--- config.mk ---
export PLATFORM = sky130hd
export DESIGN_NAME = cdi_ctrl
export DESIGN_NICKNAME = d
export VERILOG_FILES = /design/src/rtl/cdi_pkg.sv /design/src/rtl/cdi_sync.sv /design/src/rtl/cdi_edge.sv /design/src/rtl/cdi_regs.sv /design/src/rtl/cdi_ctrl.sv
export SDC_FILE = /design/constraint.sdc
export NUM_CORES = 1
export LEC_CHECK = 0
export ABC_AREA = 0
export BUFFER_PORTS_ARGS = -buffer_cell sky130_fd_sc_hd__buf_2
export CAP_MARGIN = 20
export CELL_PAD_IN_SITES_DETAIL_PLACEMENT = 1
export CELL_PAD_IN_SITES_GLOBAL_PLACEMENT = 2
export CORE_UTILIZATION = 26
export CTS_CLUSTER_SIZE = 10
export DETAILED_ROUTE_END_ITERATION = 7
export PLACE_DENSITY_LB_ADDON = 0.3
export SYNTH_ARGS = -nofsm -noshare
export SYNTH_HDL_FRONTEND = slang
export SYNTH_SLANG_ARGS = --single-unit
--- constraint.sdc ---
create_clock -name clk_i -period 1.05 [get_ports clk_i]
set_input_delay 0.1575 -clock clk_i [delete_from_list [all_inputs] [get_ports clk_i]]
set_output_delay 0.1575 -clock clk_i [all_outputs]
set_load 0.005 [all_outputs]
--- src/rtl/cdi_pkg.sv ---
package cdi_pkg;
  localparam int unsigned REG_ARM  = 0;
  localparam int unsigned REG_PEND = 1;
  localparam int unsigned REG_SOCK = 2;

  localparam int unsigned ARM_INS = 0;
  localparam int unsigned ARM_REM = 1;
  localparam int unsigned ARM_GLB = 2;
  localparam int unsigned ARM_W   = 3;

  localparam int unsigned EVT_W   = 2;

  localparam int unsigned SOCK_PRES = 0;
  localparam int unsigned SOCK_BUSY = 1;
  localparam int unsigned SOCK_RO   = 2;
  localparam int unsigned SOCK_W    = 3;

  typedef struct packed {
    logic rem;
    logic ins;
  } evt_t;
endpackage

--- src/rtl/cdi_sync.sv ---
module cdi_sync #(
  parameter int unsigned WIDTH  = 1,
  parameter int unsigned STAGES = 2
) (
  input  logic             clk_i,
  input  logic             rst_ni,
  input  logic [WIDTH-1:0] d_i,
  output logic [WIDTH-1:0] q_o
);
  logic [STAGES-1:0][WIDTH-1:0] stg_q;

  always_ff @(posedge clk_i or negedge rst_ni) begin
    if (!rst_ni) stg_q <= '0;
    else         stg_q <= {stg_q[STAGES-2:0], d_i};
  end

  assign q_o = stg_q[STAGES-1];
endmodule

--- src/rtl/cdi_edge.sv ---
module cdi_edge
  import cdi_pkg::*;
(
  input  logic clk_i,
  input  logic rst_ni,
  input  logic level_i,
  output evt_t evt_o
);
  logic prev_q;

  always_ff @(posedge clk_i or negedge rst_ni) begin
    if (!rst_ni) prev_q <= 1'b0;
    else         prev_q <= level_i;
  end

  // insert = now present, remove = now absent
  assign evt_o.ins = level_i & ~prev_q;
  assign evt_o.rem = ~level_i & prev_q;
endmodule

--- src/rtl/cdi_regs.sv ---
module cdi_regs
  import cdi_pkg::*;
#(
  parameter int unsigned ADDR_W = 2,
  parameter int unsigned DATA_W = 8
) (
  input  logic              clk_i,
  input  logic              rst_ni,
  input  logic              we_i,
  input  logic [ADDR_W-1:0] addr_i,
  input  logic [DATA_W-1:0] wdata_i,
  input  evt_t              evt_i,
  input  logic [SOCK_W-1:0] sock_i,
  output logic [ARM_W-1:0]  arm_o,
  output logic [EVT_W-1:0]  pend_o,
  output logic [DATA_W-1:0] rdata_o,
  output logic              irq_o
);
  logic [ARM_W-1:0] arm_q;
  logic [EVT_W-1:0] pend_q, set_v, clr_v;
  logic             wr_arm, wr_pend;

  assign wr_arm  = we_i && (addr_i == ADDR_W'(REG_ARM));
  assign wr_pend = we_i && (addr_i == ADDR_W'(REG_PEND));

  assign set_v[ARM_INS] = evt_i.ins & arm_q[ARM_INS];
  assign set_v[ARM_REM] = evt_i.rem & arm_q[ARM_REM];
  assign clr_v          = wr_pend ? wdata_i[EVT_W-1:0] : '0;

  always_ff @(posedge clk_i or negedge rst_ni) begin
    if (!rst_ni) begin
      arm_q  <= '0;
      pend_q <= '0;
    end else begin
      if (wr_arm) arm_q <= wdata_i[ARM_W-1:0];
      pend_q <= (pend_q & ~clr_v) | set_v;  // set beats clear
    end
  end

  always_comb begin
    rdata_o = '0;
    unique case (addr_i)
      ADDR_W'(REG_ARM):  rdata_o = DATA_W'(arm_q);
      ADDR_W'(REG_PEND): rdata_o = DATA_W'(pend_q);
      ADDR_W'(REG_SOCK): rdata_o = DATA_W'(sock_i);
      default:           rdata_o = '0;
    endcase
  end

  assign irq_o  = arm_q[ARM_GLB] & |(pend_q & arm_q[EVT_W-1:0]);
  assign arm_o  = arm_q;
  assign pend_o = pend_q;
endmodule

--- src/rtl/cdi_ctrl.sv ---
module cdi_ctrl
  import cdi_pkg::*;
#(
  parameter int unsigned ADDR_W      = 2,
  parameter int unsigned DATA_W      = 8,
  parameter int unsigned SYNC_STAGES = 2
) (
  input  logic              clk_i,
  input  logic              rst_ni,
  input  logic              card_present_i,
  input  logic              card_busy_i,
  input  logic              card_ro_i,
  input  logic              reg_we_i,
  input  logic [ADDR_W-1:0] reg_addr_i,
  input  logic [DATA_W-1:0] reg_wdata_i,
  output logic [DATA_W-1:0] reg_rdata_o,
  output logic              irq_o
);
  logic [SOCK_W-1:0] sock_raw, sock_s;
  evt_t              evt;
  logic [ARM_W-1:0]  arm_q;
  logic [EVT_W-1:0]  pend_q;

  always_comb begin
    sock_raw            = '0;
    sock_raw[SOCK_PRES] = card_present_i;
    sock_raw[SOCK_BUSY] = card_busy_i;
    sock_raw[SOCK_RO]   = card_ro_i;
  end

  cdi_sync #(.WIDTH(SOCK_W), .STAGES(SYNC_STAGES)) u_sync (
    .clk_i(clk_i), .rst_ni(rst_ni), .d_i(sock_raw), .q_o(sock_s)
  );

  cdi_edge u_edge (
    .clk_i(clk_i), .rst_ni(rst_ni), .level_i(sock_s[SOCK_PRES]), .evt_o(evt)
  );

  cdi_regs #(.ADDR_W(ADDR_W), .DATA_W(DATA_W)) u_regs (
    .clk_i(clk_i), .rst_ni(rst_ni),
    .we_i(reg_we_i), .addr_i(reg_addr_i), .wdata_i(reg_wdata_i),
    .evt_i(evt), .sock_i(sock_s),
    .arm_o(arm_q), .pend_o(pend_q),
    .rdata_o(reg_rdata_o), .irq_o(irq_o)
  );
endmodule

-- Word level (Yosys, flattened, before mapping)
Index checks and enable logic that the tools add are counted.
- equal/unequal tests: 2
- muxes and demuxes: 2
- bitwise logic cells: 11
- reductions and logical operators: 4
- operator list (kind ; number):
    $pmux W3 S3 ; 1
    $and A1 B1 Y1 ; 5
    $and A2 B2 Y2 ; 2
    $eq A2 B1 Y1 const B ; 1
    $eq A2 B2 Y1 const B ; 1
    $logic_and A1 B1 Y1 ; 2
    $logic_not A2 Y1 ; 1
    $mux W2 ; 1
    $not A1 Y1 ; 2
    $not A2 Y2 ; 1
    $or A2 B2 Y2 ; 1
    $reduce_or A2 Y1 ; 1
- register bits after elaboration: 12
- input bits: 16
- output and inout port bits: 9
- logic and storage cells: 24

-- Depth between registers and ports, before layout
Gate-level depths: netlist of the first run.
- depth after elaboration: 6
- gate-level depth with buffers: 3
- gate-level depth less buffers: 2

-- Hierarchy
From an unflattened synthesis of the first run, not the netlist that was laid out.
- cells, all modules: 41
- area, all modules: 551.8 um^2
- modules (own cells, without submodules) (module ; times used ; cells an instance ; area each (um^2) ; sequential area each (um^2)):
    cdi_regs ; 1 ; 29 ; 339.1 ; 125.1
    cdi_sync ; 1 ; 9 ; 172.7 ; 150.1
    cdi_edge ; 1 ; 3 ; 40.0 ; 25.0

-- Worst setup path before layout of the first run
Ideal clock, no wire load.
- path kind: input to register
- from: input port reg_addr_i[1]
- to: register u_regs.arm_q[0], in the netlist u_regs.arm_o[0]
- library setup time: 0.125 ns
- arrival time: 0.818 ns
- required time: 0.925 ns
- setup slack: 0.107 ns
- cell stages on the path: 3
- path buffers: 1
- cell sequence: buf_6 nor3b_4 mux2_2
- cells in the longest elaborated chain, start to end: 2
- ends and longest elaborated chain (element ; RTL line ; text):
    start: declaration ; cdi_ctrl.sv:14 ; input logic [ADDR_W-1:0] reg_addr_i,
    $logic_not A2 Y1 ; cdi_regs.sv:23 ; assign wr_arm = we_i && (addr_i == ADDR_W'(REG_ARM));
    $logic_and A1 B1 Y1 ; cdi_regs.sv:23 ;
    end signal: assignment ; cdi_regs.sv:35 ; if (wr_arm) arm_q <= wdata_i[ARM_W-1:0];
    end: declaration ; cdi_regs.sv:19 ; logic [ARM_W-1:0] arm_q;
Every way passes these cells.
A chain may end at the register's enable or synchronous reset.

-- Worst setup path after layout of the first run
- from: register u_regs.arm_q[1], in the netlist u_regs.arm_o[1]
- to: output port irq_o
- cells in the longest elaborated chain, start to end: 3
- ends and longest elaborated chain (element ; RTL line ; text):
    $and A2 B2 Y2 ; cdi_regs.sv:50 ; assign irq_o = arm_q[ARM_GLB] & |(pend_q & arm_q[EVT_W-1:0]);
    $reduce_or A2 Y1 ; cdi_regs.sv:50 ;
    $and A1 B1 Y1 ; cdi_regs.sv:50 ;
    end: declaration ; cdi_ctrl.sv:17 ; output logic irq_o
Every way passes these cells.

==> impl_results.md, run 1 <==
* Outcome: complete, but fails checks
* Violated checks: negative setup slack
* Die height at 46.9 µm
* PwrDens at 1460 nW/µm²
* R2R depth at 3
* Share of the synthesized area in the top cell type at 57.4%
* Worst vdd ir at 0.643 mV
* Largest net degree at the start of global routing at 13
* Avg Cell Area, Syn at 13.8 µm²
* Crit Path Class: reg -> out
* Global-route wire length before repair at 1550 µm
* Fin Hold WS at 0.126 ns
* Clk slew on worst S/H paths at 0.07 ns
* Layout Cells excl Fill at 87
* Vias post-DR at 349
* Hold Path Depth at 2
* Post-Syn Instances at 38
* Commonest non-fill, non-tap cell in the layout: buf_2
* Clk buf depth at 2
* Vias in the first global route at 390
* Worst hold endpoint: u_regs.arm_o[2]
* TNS Setup at -0.450 ns
* Vias/cell at 4.01
* PortBufs at 14
* Flops & latches, synth at 12
* Hold Path Origin: reg_wdata_i[2]
* Fmax at 825 MHz
* Hold Vio Cnt, Final at 0
* Final WS setup at -0.163 ns
* Residual DRC count at 0
* Sink Count at 12
* Max_cap viols at 0
* Num CTS Buffers at 3
* Ant diodes at 0
* Gr ovfl total at 0
* Initial core utilization at 29.0%
* Post-place instance area at 621 µm²
* Area delta synth->final at 33.0%
* CP endpoint kind: output port
* Clk_skew at 0.00547 ns
* Yosys cell types at 16
* R2r endpoint: u_regs.pend_o[1]
* Rows at 15
* Post-route ant nets at 0
* Root Buffer: clkbuf_4
* Area contributors post-synth: dfrtp_1, buf_4, mux2_2
* H-tree depth at 1
* Tcrit/Tclk final at 115%
* CTS tree: yes
* Proportion of synthesized chip area in sequential cells at 57.4%
* Leak Pwr at 0.332 nW
* Most frequent cells in the layout: buf_2, dfrtp_1, conb_1, buf_4, dlygate4sd3_1
* I/O pins at 25
* Drt first pass iters at 2
* Post-Syn Area at 523 µm²
* Core Region at 1800 µm²
* GPL Wtd Cong at 0.674
* Synth warn at 0
* Placed Cells at 79
* 1st-iter DRT viols at 1
* Initial antenna violation count at 0
* Finish-stage setup viols at 4
* RR Startpoint: u_sync.q_o[0]
* Worst-Skew Late Latency at 0.26 ns
* Drt wl/cell at 11.0 µm
* Tot GR Track Use at 10.5%
* Critical Path AT at 1.06 ns
* Total wire length at 957 µm
* Die area at 2190 µm²
* CP max FO at 4
* NumNets Final at 80
* Utilization after layout at 38.6%
* Unrepaired setup endpoints after global routing: yes
* Reg2Reg Setup Slack at 0.22 ns
* Worst min path class: in -> reg
* Crit start category: flip-flop
* Post-synth top area cell: dfrtp_1
* Share of post-route cells with drive strength above 1 at 45.2%
* Final instance area at 696 µm²
* Req. time, crit path at 0.89 ns
* Die X at 46.9 µm
* Fin crit period at 1.21 ns
* Max-slew violations at 0
stage by stage:
stage	total power [W]	setup slack [ns]
3_5_place_dp	0.000742	-0.00499
4_1_cts	0.00103	-0.178
5_1_grt	0.00107	-0.239
2_1_floorplan	0.000668	0.107
6_report	0.00101	-0.163
3_3_place_gp	0.000738	-0.0120
state kept, by name, indices dropped and copies added (netlist names):
signal,cells
u_edge.prev_q,1
u_regs.pend_o,2
u_sync.q_o,3
u_sync.stg_q,3
u_regs.arm_o,3
cell families (layout without fill, tap and decap cells):
group,Yosys count,after routing,synth area share [%]
simple gates,7,7,11.2
mux,6,6,12.2
buf+inv,7,27,10.0
other cells,1,5,0.717
flops,12,12,57.4
compound gates,5,5,8.37
worst max-delay path, stage by stage (launching register included):
cell and delay (ns):
dfrtp_1 0.42, a22oi_2 0.19, nor2b_1 0.06, buf_2 0.12
repair_timing:
item | in CTS | in global routing
hold buffers | 4 | 0
pin swaps | 3 | 0
endpoints found under the hold margin | 15 | 0
gates resized for setup | 0 | 1
setup endpoints to repair | 4 | 4
setup buffers | 1 | 0
synthesized netlist by cell type, drive strengths merged:
cell type	instances
nor2	1
a22oi	1
mux2i	3
conb	1
nand2	1
nor3b	1
inv	1
a32o	1
mux2	3
buf	6
nor2b	1
o2bb2ai	3
dfrtp	12
nand4b	2
and2b	1
layout make-up:
cell class	instances	area, µm²
repair buffers	23	148
well taps	25	31.3
inverters	1	3.75
fillers	216	1110
multi-input cells	23	190
flip-flops and latches	12	300
clock buffers	3	22.5
worst max path at each step:
stage               cells past startpoint             start         endpoint  slack, ns
floorplan                               3     reg_addr_i[1]  u_regs.arm_o[0]       0.11
global placement                        3     reg_addr_i[1]  u_regs.arm_o[1]      -0.01
detailed placement                      3     reg_addr_i[0]  u_regs.arm_o[1]     -0.005
CTS                                     3   u_regs.arm_o[1]            irq_o      -0.18
global route                            3  u_regs.pend_o[1]            irq_o      -0.24
finish                                  3   u_regs.arm_o[1]            irq_o      -0.16
metal layers:
metal / vias up / global-route usage (%) / wire length [µm]
met4: 0 / 8.57 / 0
li1: 172 / - / -
met5: - / 0 / 0
met3: 0 / 1.15 / 46
met2: 16 / 17.5 / 483
met1: 161 / 12.1 / 427
where the power goes:
group          internal, W  switching, W
clock             0.000132      0.000126
combinational     0.000117     0.0000770
sequential        0.000517     0.0000449
Power figures use the tool's default switching activity.
==> run 2: changes to the inputs <==
Settings changed: CORE_MARGIN set to 10, MAX_ROUTING_LAYER set to met4.
==> impl_results.md, run 2 (synthesis gave the netlist of run 1 again) <==
* Leak Pwr at 0.359 nW
* Worst vdd ir at 0.722 mV
* CP peak stage delay at 0.40 ns
* Initial antenna violation count at 0
* Tcrit/Tclk final at 116%
* Residual DRC count at 0
* Clk_skew at 0.00125 ns
* Vias/cell at 3.99
* Root Buffer: clkbuf_4
* Clk slew on worst S/H paths at 0.07 ns
* Internal at 0.000874 W
* Critical Path AT at 1.06 ns
* NumNets Final at 84
* Clock Power Share at 30.4%
* Core Region at 1940 µm²
* Vias post-DR at 375
* Crit start category: flip-flop
* Crit Path Class: reg -> out
* I/O pins at 25
* Fmax at 821 MHz
* CP endpoint kind: output port
* Vias in the first global route at 419
* Start point of the critical path: u_regs.arm_o[1]
* Sink Count at 12
* Total wire length at 1110 µm
* Logic gate share of total power at 20.7%
* Tot GR Track Use at 5.56%
* Post-route ant nets at 0
* Final Power at 0.00113 W
* Sequential power share at 48.9%
* Req. time, crit path at 0.89 ns
* Ant diodes at 0
* Violated checks: negative setup slack
* Finish-stage setup viols at 4
* RR Startpoint: u_regs.arm_o[0]
* CP Cell Sequence: a22oi_1 > nor2b_1 > buf_2
* Met1 WL at 487 µm
* Most frequent cells in the layout: buf_2, dfrtp_1, buf_4
* GPL Wtd Cong at 0.675
* Max_cap viols at 0
* Num CTS Buffers at 3
* Global-route wire length before repair at 1840 µm
* Worst min path class: in -> reg
* Hold Path Origin: reg_wdata_i[2]
* Initial core utilization at 26.9%
* Rows at 16
* Clk buf depth at 2
* Die height at 64.9 µm
* CP max FO at 3
* PwrDens at 1540 nW/µm²
* Drt wl/cell at 11.8 µm
* Unrepaired setup endpoints after global routing: yes
* DR WL met3 at 91 µm
* Area delta synth->final at 40.9%
* Share of post-route cells with drive strength above 1 at 47.8%
* DR WL met2 at 521 µm
* P_sw at 0.000259 W
* Fin crit period at 1.22 ns
* Outcome: complete, but fails checks
* CTS tree: yes
* Drt first pass iters at 2
* Post-Place Worst Slack at -0.00559 ns
* Worst-Skew Late Latency at 0.26 ns
* Hold Vio Cnt, Final at 0
* DR top layer: met4
* Largest net degree at the start of global routing at 13
* PortBufs at 14
* Commonest non-fill, non-tap cell in the layout: buf_2
* Max-slew violations at 0
* CP max stage cell: dfrtp_1
* H-tree depth at 1
* Switching Fraction at 22.8%
* Final WS setup at -0.168 ns
* 1st-iter DRT viols at 2
* Gr ovfl total at 0
* Die X at 64.9 µm
* Die area at 4210 µm²
* Fillers at 232
-- run 2: power groups by stage --
stage	combinational, W	clock (W)	sequential (W)
finish	0.000235	0.000344	0.000554
global route	0.000264	0.000402	0.000559
CTS	0.000217	0.000358	0.000552
detailed placement	0.000178	0	0.000565
global placement	0.000177	0	0.000566
floorplan	0.000114	0	0.000555
-- run 2: stage by stage --
stage               hold slack [ns]  area (µm²)  utilization, %   TNS, ns  instances
floorplan                    -0.138         538               -         0         42
global placement             0.0431         623            32.1   -0.0407         81
detailed placement           0.0430         623            32.1  -0.00559         81
CTS                           0.121         722            37.2    -0.473         92
global route                  0.110         737            38.0    -0.805         94
finish                        0.126         737            38.0    -0.420         94
-- run 2: worst max-delay path: cells and delay by family, from the launching register on --
| family | cells | cell delay, ns |
|---|---|---|
| buffers and inverters | 1 | 0.13 |
| AO/OA/AOI/OAI | 1 | 0.21 |
| flip-flops | 1 | 0.40 |
| AND/OR/NAND/NOR | 1 | 0.07 |
-- run 2: path summary, 6_finish.rpt --
check	end	slack (ns)	cells past startpoint
worst max-delay path	irq_o	-0.17	3
min in group asynchronous	u_sync.q_o[1]	0.30	2
worst min-delay path	u_regs.arm_o[2]	0.13	2
worst min register to register	u_sync.q_o[2]	0.35	0
max in group asynchronous	u_regs.pend_o[0]	0.55	2
worst max register to register	u_regs.arm_o[0]	0.02	3
-- run 2: final cells by class --
type / count / area [µm²] / area share [%]
Clock buffer: 4 / 36.3 / 4.92
Sequential cell: 12 / 300 / 40.7
Tap cell: 27 / 33.8 / 4.58
Inverter: 1 / 3.75 / 0.509
Timing Repair Buffer: 27 / 178 / 24.1
Multi-Input combinational cell: 23 / 185 / 25.1
-- run 2: timing repair --
action,CTS,global route
gates resized for setup,0,0
pin swaps,2,0
endpoints found under the setup margin,4,4
hold endpoints to repair,15,0
hold buffers,4,0
buffers inserted,3,2
-- run 2: per-layer routing --
metal  global-route usage (%)  up-vias
met3                     1.89        2
met2                     8.50       16
li1                         -      183
met5                        -        -
met1                     6.17      174
met4                     3.21        0
